`config.mk`:
```
export PLATFORM = sky130hd
export DESIGN_NAME = burst_col_gen
export DESIGN_NICKNAME = d
export VERILOG_FILES = /design/src/rtl/bcg_pkg.sv /design/src/rtl/bcg_mode_dec.sv /design/src/rtl/bcg_beat_ctrl.sv /design/src/rtl/bcg_col_calc.sv /design/src/rtl/burst_col_gen.sv
export SDC_FILE = /design/constraint.sdc
export NUM_CORES = 1
export LEC_CHECK = 0
export BUFFER_PORTS_ARGS = -buffer_cell sky130_fd_sc_hd__buf_2
export CORE_MARGIN = 8
export CORE_UTILIZATION = 40
export CTS_BUF_LIST = sky130_fd_sc_hd__clkbuf_8
export DETAILED_ROUTE_END_ITERATION = 16
export GPL_ROUTABILITY_DRIVEN = 0
export GPL_TIMING_DRIVEN = 0
export PLACE_DENSITY = 0.59
export SYNTH_ARGS = -nofsm -noshare
export SYNTH_HDL_FRONTEND = slang
export SYNTH_SLANG_ARGS = --single-unit
```
`constraint.sdc`:
```
create_clock -name clk -period 2.5 [get_ports clk]
set_clock_uncertainty 0.15 [all_clocks]
set_input_delay 0.25 -clock clk [delete_from_list [all_inputs] [get_ports clk]]
set_output_delay 0.25 -clock clk [all_outputs]
set_load 0.02 [all_outputs]
```
`src/rtl/bcg_pkg.sv`:
```
package bcg_pkg;
  typedef enum logic [2:0] {
    BL_ONE   = 3'b000,
    BL_TWO   = 3'b001,
    BL_FOUR  = 3'b010,
    BL_EIGHT = 3'b011,
    BL_PAGE  = 3'b111
  } blen_e;

  typedef enum logic {
    ORD_SEQ = 1'b0,
    ORD_ILV = 1'b1
  } order_e;

  localparam int unsigned LEN_CODE_W = 3;
endpackage

```
`src/rtl/bcg_mode_dec.sv`:
```
module bcg_mode_dec #(
  parameter int unsigned COL_W = 8
) (
  input  logic [bcg_pkg::LEN_CODE_W-1:0] code_i,
  output logic [COL_W-1:0]               span_mask_o,
  output logic                           page_o
);
  import bcg_pkg::*;

  // span_mask holds the column bits that move during a fixed burst
  always_comb begin
    span_mask_o = '0;
    page_o      = 1'b0;
    unique case (code_i)
      BL_TWO:   span_mask_o = COL_W'(1);
      BL_FOUR:  span_mask_o = COL_W'(3);
      BL_EIGHT: span_mask_o = COL_W'(7);
      BL_PAGE: begin
        span_mask_o = '1;
        page_o      = 1'b1;
      end
      default:  span_mask_o = '0;   // length 1 and unused codes
    endcase
  end
endmodule

```
`src/rtl/bcg_beat_ctrl.sv`:
```
module bcg_beat_ctrl #(
  parameter int unsigned COL_W = 8
) (
  input  logic             clk,
  input  logic             rst_n,
  input  logic             start_i,
  input  logic             stop_i,
  input  logic             page_i,
  input  logic [COL_W-1:0] span_mask_i,
  output logic [COL_W-1:0] beat_o,
  output logic             active_o,
  output logic             last_o
);
  logic final_beat;

  assign final_beat = active_o && !page_i && (beat_o == span_mask_i);
  assign last_o     = final_beat;

  always_ff @(posedge clk) begin
    if (!rst_n) begin
      active_o <= 1'b0;
      beat_o   <= '0;
    end else if (start_i) begin
      active_o <= 1'b1;
      beat_o   <= '0;
    end else if (active_o) begin
      if (stop_i || final_beat) begin
        active_o <= 1'b0;
      end else begin
        beat_o <= beat_o + 1'b1;
      end
    end
  end

  AST_LAST_NEEDS_VALID: assert property (@(posedge clk) disable iff (!rst_n)
    last_o |-> active_o);
  AST_PAGE_NO_LAST: assert property (@(posedge clk) disable iff (!rst_n)
    (active_o && page_i) |-> !last_o);
  AST_END_AFTER_LAST: assert property (@(posedge clk) disable iff (!rst_n)
    (last_o && !start_i) |=> !active_o);
  AST_STOP_ENDS: assert property (@(posedge clk) disable iff (!rst_n)
    (stop_i && active_o && !start_i) |=> !active_o);
  AST_BEAT_STEP: assert property (@(posedge clk) disable iff (!rst_n)
    (active_o && !start_i && !stop_i && !last_o) |=> (active_o && beat_o == $past(beat_o) + 1'b1));
endmodule

```
`src/rtl/bcg_col_calc.sv`:
```
module bcg_col_calc #(
  parameter int unsigned COL_W = 8
) (
  input  logic [COL_W-1:0] base_i,
  input  logic [COL_W-1:0] beat_i,
  input  logic [COL_W-1:0] span_mask_i,
  input  logic             page_i,
  input  logic             order_i,
  output logic [COL_W-1:0] col_o
);
  import bcg_pkg::*;

  logic [COL_W-1:0] linear;

  assign linear = base_i + beat_i;

  // Each column bit picks its source independently
  for (genvar b = 0; b < COL_W; b++) begin : g_bit
    always_comb begin
      if (page_i)
        col_o[b] = linear[b];
      else if (!span_mask_i[b])
        col_o[b] = base_i[b];
      else if (order_i == ORD_ILV)
        col_o[b] = base_i[b] ^ beat_i[b];
      else
        col_o[b] = linear[b];
    end
  end
endmodule

```
`src/rtl/burst_col_gen.sv`:
```
module burst_col_gen #(
  parameter int unsigned COL_W = 8
) (
  input  logic                           clk,
  input  logic                           rst_n,
  input  logic                           start_i,
  input  logic [COL_W-1:0]               start_col_i,
  input  logic [bcg_pkg::LEN_CODE_W-1:0] len_code_i,
  input  logic                           order_i,
  input  logic                           stop_i,
  output logic [COL_W-1:0]               col_o,
  output logic                           valid_o,
  output logic                           last_o
);
  logic [COL_W-1:0]               base_q;
  logic [bcg_pkg::LEN_CODE_W-1:0] code_q;
  logic                           order_q;
  logic [COL_W-1:0]               span_mask;
  logic                           page;
  logic [COL_W-1:0]               beat;

  // Burst parameters are captured only on a start edge
  always_ff @(posedge clk) begin
    if (!rst_n) begin
      base_q  <= '0;
      code_q  <= '0;
      order_q <= 1'b0;
    end else if (start_i) begin
      base_q  <= start_col_i;
      code_q  <= len_code_i;
      order_q <= order_i;
    end
  end

  bcg_mode_dec #(.COL_W(COL_W)) i_dec (
    .code_i      (code_q),
    .span_mask_o (span_mask),
    .page_o      (page)
  );

  bcg_beat_ctrl #(.COL_W(COL_W)) i_ctrl (
    .clk         (clk),
    .rst_n       (rst_n),
    .start_i     (start_i),
    .stop_i      (stop_i),
    .page_i      (page),
    .span_mask_i (span_mask),
    .beat_o      (beat),
    .active_o    (valid_o),
    .last_o      (last_o)
  );

  bcg_col_calc #(.COL_W(COL_W)) i_calc (
    .base_i      (base_q),
    .beat_i      (beat),
    .span_mask_i (span_mask),
    .page_i      (page),
    .order_i     (order_q),
    .col_o       (col_o)
  );

  AST_START_FIRST: assert property (@(posedge clk) disable iff (!rst_n)
    start_i |=> (valid_o && col_o == $past(start_col_i)));
  AST_UPPER_HELD: assert property (@(posedge clk) disable iff (!rst_n)
    (valid_o && !start_i && !stop_i && !last_o && !page) |=> (((col_o ^ $past(col_o)) & ~span_mask) == '0));
  AST_IDLE_QUIET: assert property (@(posedge clk) disable iff (!rst_n)
    (!valid_o && !start_i) |=> !valid_o);
endmodule

```
== Word level (Yosys, flattened, before mapping) ==
Index checks and enable logic that the tools add are counted.

* Register bits: 21
* Bits of input ports: 16
* Output and inout bits: 10
* Word-level logic and storage cells: 57

* Add/sub/neg operators: 2
* Equal/unequal tests: 5
* Multiplexer cells: 29
* Bitwise gates (word level): 10
* Reductions and logical operators: 6

{| class="wikitable"
|+ Operator list
! operator !! count
|-
| $pmux W8 S4 || 1
|-
| $mux W1 || 28
|-
| $add A8 B1 Y8 const B || 1
|-
| $add A8 B8 Y8 || 1
|-
| $eq A8 B8 Y1 || 1
|-
| $xor A1 B1 Y1 || 8
|-
| $eq A3 B2 Y1 const B || 2
|-
| $eq A3 B1 Y1 const B || 1
|-
| $eq A3 B3 Y1 const B || 1
|-
| $logic_and A1 B1 Y1 || 2
|-
| $not A1 Y1 || 2
|-
| $reduce_and A2 Y1 || 1
|-
| $reduce_or A2 Y1 || 1
|-
| $logic_not A1 Y1 || 1
|-
| $logic_or A1 B1 Y1 || 1
|}

== Depth between registers and ports, before layout ==
* Depth after elaboration: 9
* Mapped depth: 7
* Depth with buffers taken out: 7

== By module ==
From an unflattened synthesis, not the netlist that was laid out.

* Cells, all modules: 192
* Area total of the unflattened synthesis: 1572.8 um2

{| class="wikitable"
|+ Modules (own cells, without submodules)
! module !! times used !! cells an instance !! area each (um2) !! seq. area each (um2)
|-
| bcg_beat_ctrl || 1 || 61 || 525.5 || 180.2
|-
| bcg_col_calc || 1 || 82 || 520.5 || 0.0
|-
| burst_col_gen || 1 || 38 || 450.4 || 240.2
|-
| bcg_mode_dec || 1 || 11 || 76.3 || 0.0
|}

== Worst setup path before layout ==
Ideal clock, no wire load.

* Path type: flip-flop to output port
* Start point: reg i_ctrl.beat_o[1]
* End point: out col_o[7]
* Arrival time: 2.211 ns
* Data required time: 2.100 ns
* Path slack: -0.111 ns
* Cell stages (with the launch flop): 7
* Buffers on the path: 0
* Path through: dfxtp_1 -> ha_1 -> a21oi_1 -> o211ai_1 -> o21bai_1 -> a21boi_0 -> o41ai_1

* Cells in the longest elaborated chain, start to end: 4

{| class="wikitable"
|+ RTL lines
! item !! line !! text
|-
| start: declaration || bcg_beat_ctrl.sv:10 || <nowiki>output logic [COL_W-1:0] beat_o,</nowiki>
|-
| start signal: assignment || bcg_beat_ctrl.sv:30 || <nowiki>beat_o <= beat_o + 1'b1;</nowiki>
|-
| $add A8 B8 Y8 * || bcg_col_calc.sv:15 || <nowiki>assign linear = base_i + beat_i;</nowiki>
|-
| $mux W1 || bcg_col_calc.sv:24 || <nowiki>else if (order_i == ORD_ILV)</nowiki>
|-
| $mux W1 || bcg_col_calc.sv:22 || <nowiki>else if (!span_mask_i[b])</nowiki>
|-
| $mux W1 * || bcg_col_calc.sv:20 || <nowiki>if (page_i)</nowiki>
|-
| end: declaration || burst_col_gen.sv:11 || <nowiki>output logic [COL_W-1:0] col_o,</nowiki>
|}

Mark *: on every way between the ends. The rest lies on a longest branch, timed or not.

== Worst setup path in the final report ==
* Start point: reg i_ctrl.beat_o[0]
* End point: out col_o[6]

Same word-level chain as after synthesis.

==> impl_metrics.csv <==
group,metric,value,unit
clocking,clk_path_buf_depth,2,
global_routing,grt_pass1_wl,6220,um
clocking,clkTransAtPathRegs,0.08,ns
clocking,root_buffer,"clkbuf_8",
synthesis,synthesis.nets,194,
global_routing,grt_usage,12.3,%
clocking,holdBufCountCts,0,
routing,wire_per_inst,14.8,um
sta,fin_crit_sh,102,%
placement,post_dp_cell_area,0.00168,mm2
placement,hpwlAfterDp,2690,um
routing,drc,0,
synthesis,ys_warn_count,0,
global_routing,grt_max_degree,13,
global_routing,grt_pass1_vias,1409,
sta,relSlewSlack,49.4,%
floorplan,die-width,77.1,um
synthesis,async_flop_share,0,%
sta,setup_viol,3,
final_layout,area_growth,24.1,%
sta,slew_violations,0,
sta,hold_viol_final,0,
sta,min_period,2.55,ns
job,drv_cap,0,
final_layout,final_cell_area,0.00185,mm2
sta,rsz0062_at_grt,"true",
setup_path,critical_path_class,"reg2out",
floorplan,die_h,77.1,um
final_layout,layout-drive-gt1-share,31.2,%
sta,finalWorstSetupSlack,-0.0493,ns
run_status,failed_checks,"setup timing",
setup_path,worstSetupStartpointType,"flip-flop",
synthesis,ys_seq_elements,21,
clocking,cts_tree,"built",
floorplan,io-pin-count,26,
synthesis,synth_area,0.00149,mm2
clocking,cts_sinks,21,
final_layout,post-route-util,51.0,%
clocking,clk-insertion-delay-late,0.26,ns
floorplan,start_util,41.1,%
setup_path,endpoint_kind,"primary output",
sta,worst_pin_slew,0.759,ns
floorplan,num_rows,22,
final_layout,final_common_cell,"buf_2",
clocking,numCtsBuffers,3,
final_layout,antennaDiodeCount,0,
synthesis,avgSynthCellArea,8.84,um2
routing,drt-total-wl,3690,um
clocking,htree_levels,1,
power_and_ir_drop,p_leak,0.000744,uW
placement,dp_cells,241,
worst_hold_path,hold_path_class,"in2reg",
floorplan,coreArea,0.00363,mm2
sta,fmax,0.392,GHz
routing,vias,1369,
routing,dr.first_iter.drc_count,35,
global_routing,grt_overflow,0,
synthesis,synth-seq-area-share,28.1,%
routing,vias_per_cell,5.48,
synthesis,synth_cell_types,49,
setup_path,cp.required,2.10,ns
final_layout,final_cell_mix,"23 x buf_2, 16 x nand2_1, 14 x nor2b_1",
synthesis,syn_inst,169,
setup_path,r2r_slack,0.50,ns
global_routing,antenna_found_initial,0,
synthesis,synth-main-ff-cell,"dfxtp_1",
placement,io_buffers,24,
final_layout,finalNonFillerCells,250,
run_status,status,"complete, but fails checks",
routing,dr.pass1.iters,4,
power_and_ir_drop,ir_drop,169,uV
final_layout,layout.nets,228,
setup_path,path_max_fanout,2,
power_and_ir_drop,pwr_density_cell,394,mW/mm2
synthesis,synth_edf_count,0,
floorplan,die-area,0.00595,mm2
routing,antenna_left,0,
setup_path,worst-endpoint-arrival,2.15,ns
-- cells in the mapped netlist, types with 3 or more instances --
library cell,n,share of area [%]
dfxtp_1,21,28
nand2_1,16,4.0
nor2b_1,14,5.9
mux2i_1,13,8.7
o21ai_0,9,3.0
ha_1,8,6.7
a21oi_1,7,2.3
nor2_1,7,1.8
xnor2_1,6,3.5
clkbuf_1,4,1.0
inv_1,4,1.0
nand2b_1,4,1.7
nand3_1,4,1.3
nor3_1,3,1.0
o21ai_1,3,1.0
xor2_1,3,1.8
-- critical path: stages, from the launching register on --
cell     delay [ns]
dfxtp_4        0.36
ha_4           0.17
fa_2           0.36
a21o_1         0.18
a21o_1         0.18
a21oi_2        0.18
nor4b_1        0.07
a211o_1        0.25
buf_6          0.13
-- flip-flops by register name, summed over array words and instances (netlist names) --
name and count:
i_ctrl.beat_o 8, base_q 8, i_ctrl.active_o 1, order_q 1, code_q 3
-- power breakdown --
| part | leakage (uW) | switching [uW] | total (uW) | internal (uW) |
|---|---|---|---|---|
| registers | 0.000177 | 13.3 | 359 | 346 |
| logic | 0.000541 | 75.9 | 144 | 68.0 |
| clock network | 0.0000255 | 116 | 227 | 111 |
| total | 0.000744 | 206 | 730 | 525 |
-- stage by stage --
step	TNS, ns	total power, uW	setup slack [ns]	hold slack, ns
after floorplan	0	461	0.132	0.228
after global placement	-0.0811	498	-0.0811	0.357
after detailed placement	-0.142	502	-0.134	0.368
after CTS	-0.0174	739	-0.0174	0.0920
after global routing	-0.327	769	-0.131	0.102
final	-0.0790	730	-0.0493	0.0941
-- kinds of logic after synthesis --
family	Yosys count	share of synthesized area, %
AO/OA/AOI/OAI	40	21.0
multiplexers	15	10.2
XOR/XNOR	9	5.28
buffers and inverters	11	3.18
flip-flops	21	28.1
AND/OR/NAND/NOR	64	24.1
adder cells (fa/ha/maj)	9	8.04
-- per-layer routing --
metal  vias up  GRT usage [%]  share of wire (%)  wire [um]
li1        679              -                  -          -
met1       654           13.8                 45       1660
met4         0           3.02               0.70         26
met2        32           22.3                 50       1830
met3         4           3.38                4.8        179
met5         -              0                  0          0
-- area by class of cell --
class                           count  area, um2
Buffer                              7       32.5
Clock inverter                      1       5.00
Timing Repair Buffer               29        169
Fill cell                         371       1780
Clock buffer                        3       41.3
Tap cell                           48       60.1
Inverter                            4       15.0
Sequential cell                    21        438
Multi-Input combinational cell    137       1090
-- timing repair --
item,CTS,global route
buffers inserted,5,0
setup endpoints to repair,5,4
resized for setup,21,4
pin swaps,5,1
-- final timing paths --
check,from,endpoint,cells past startpoint
setup / recovery,i_ctrl.beat_o[0]$_SDFFE_PP0P_,col_o[6],8
hold / removal,start_col_i[1],base_q[1]$_SDFFE_PN0P_,3
setup reg to reg,i_ctrl.beat_o[7]$_SDFFE_PP0P_,i_ctrl.active_o$_SDFF_PN0_,5
hold reg to reg,base_q[2]$_SDFFE_PN0P_,base_q[2]$_SDFFE_PN0P_,2
(Power assumes the default switching activity.)
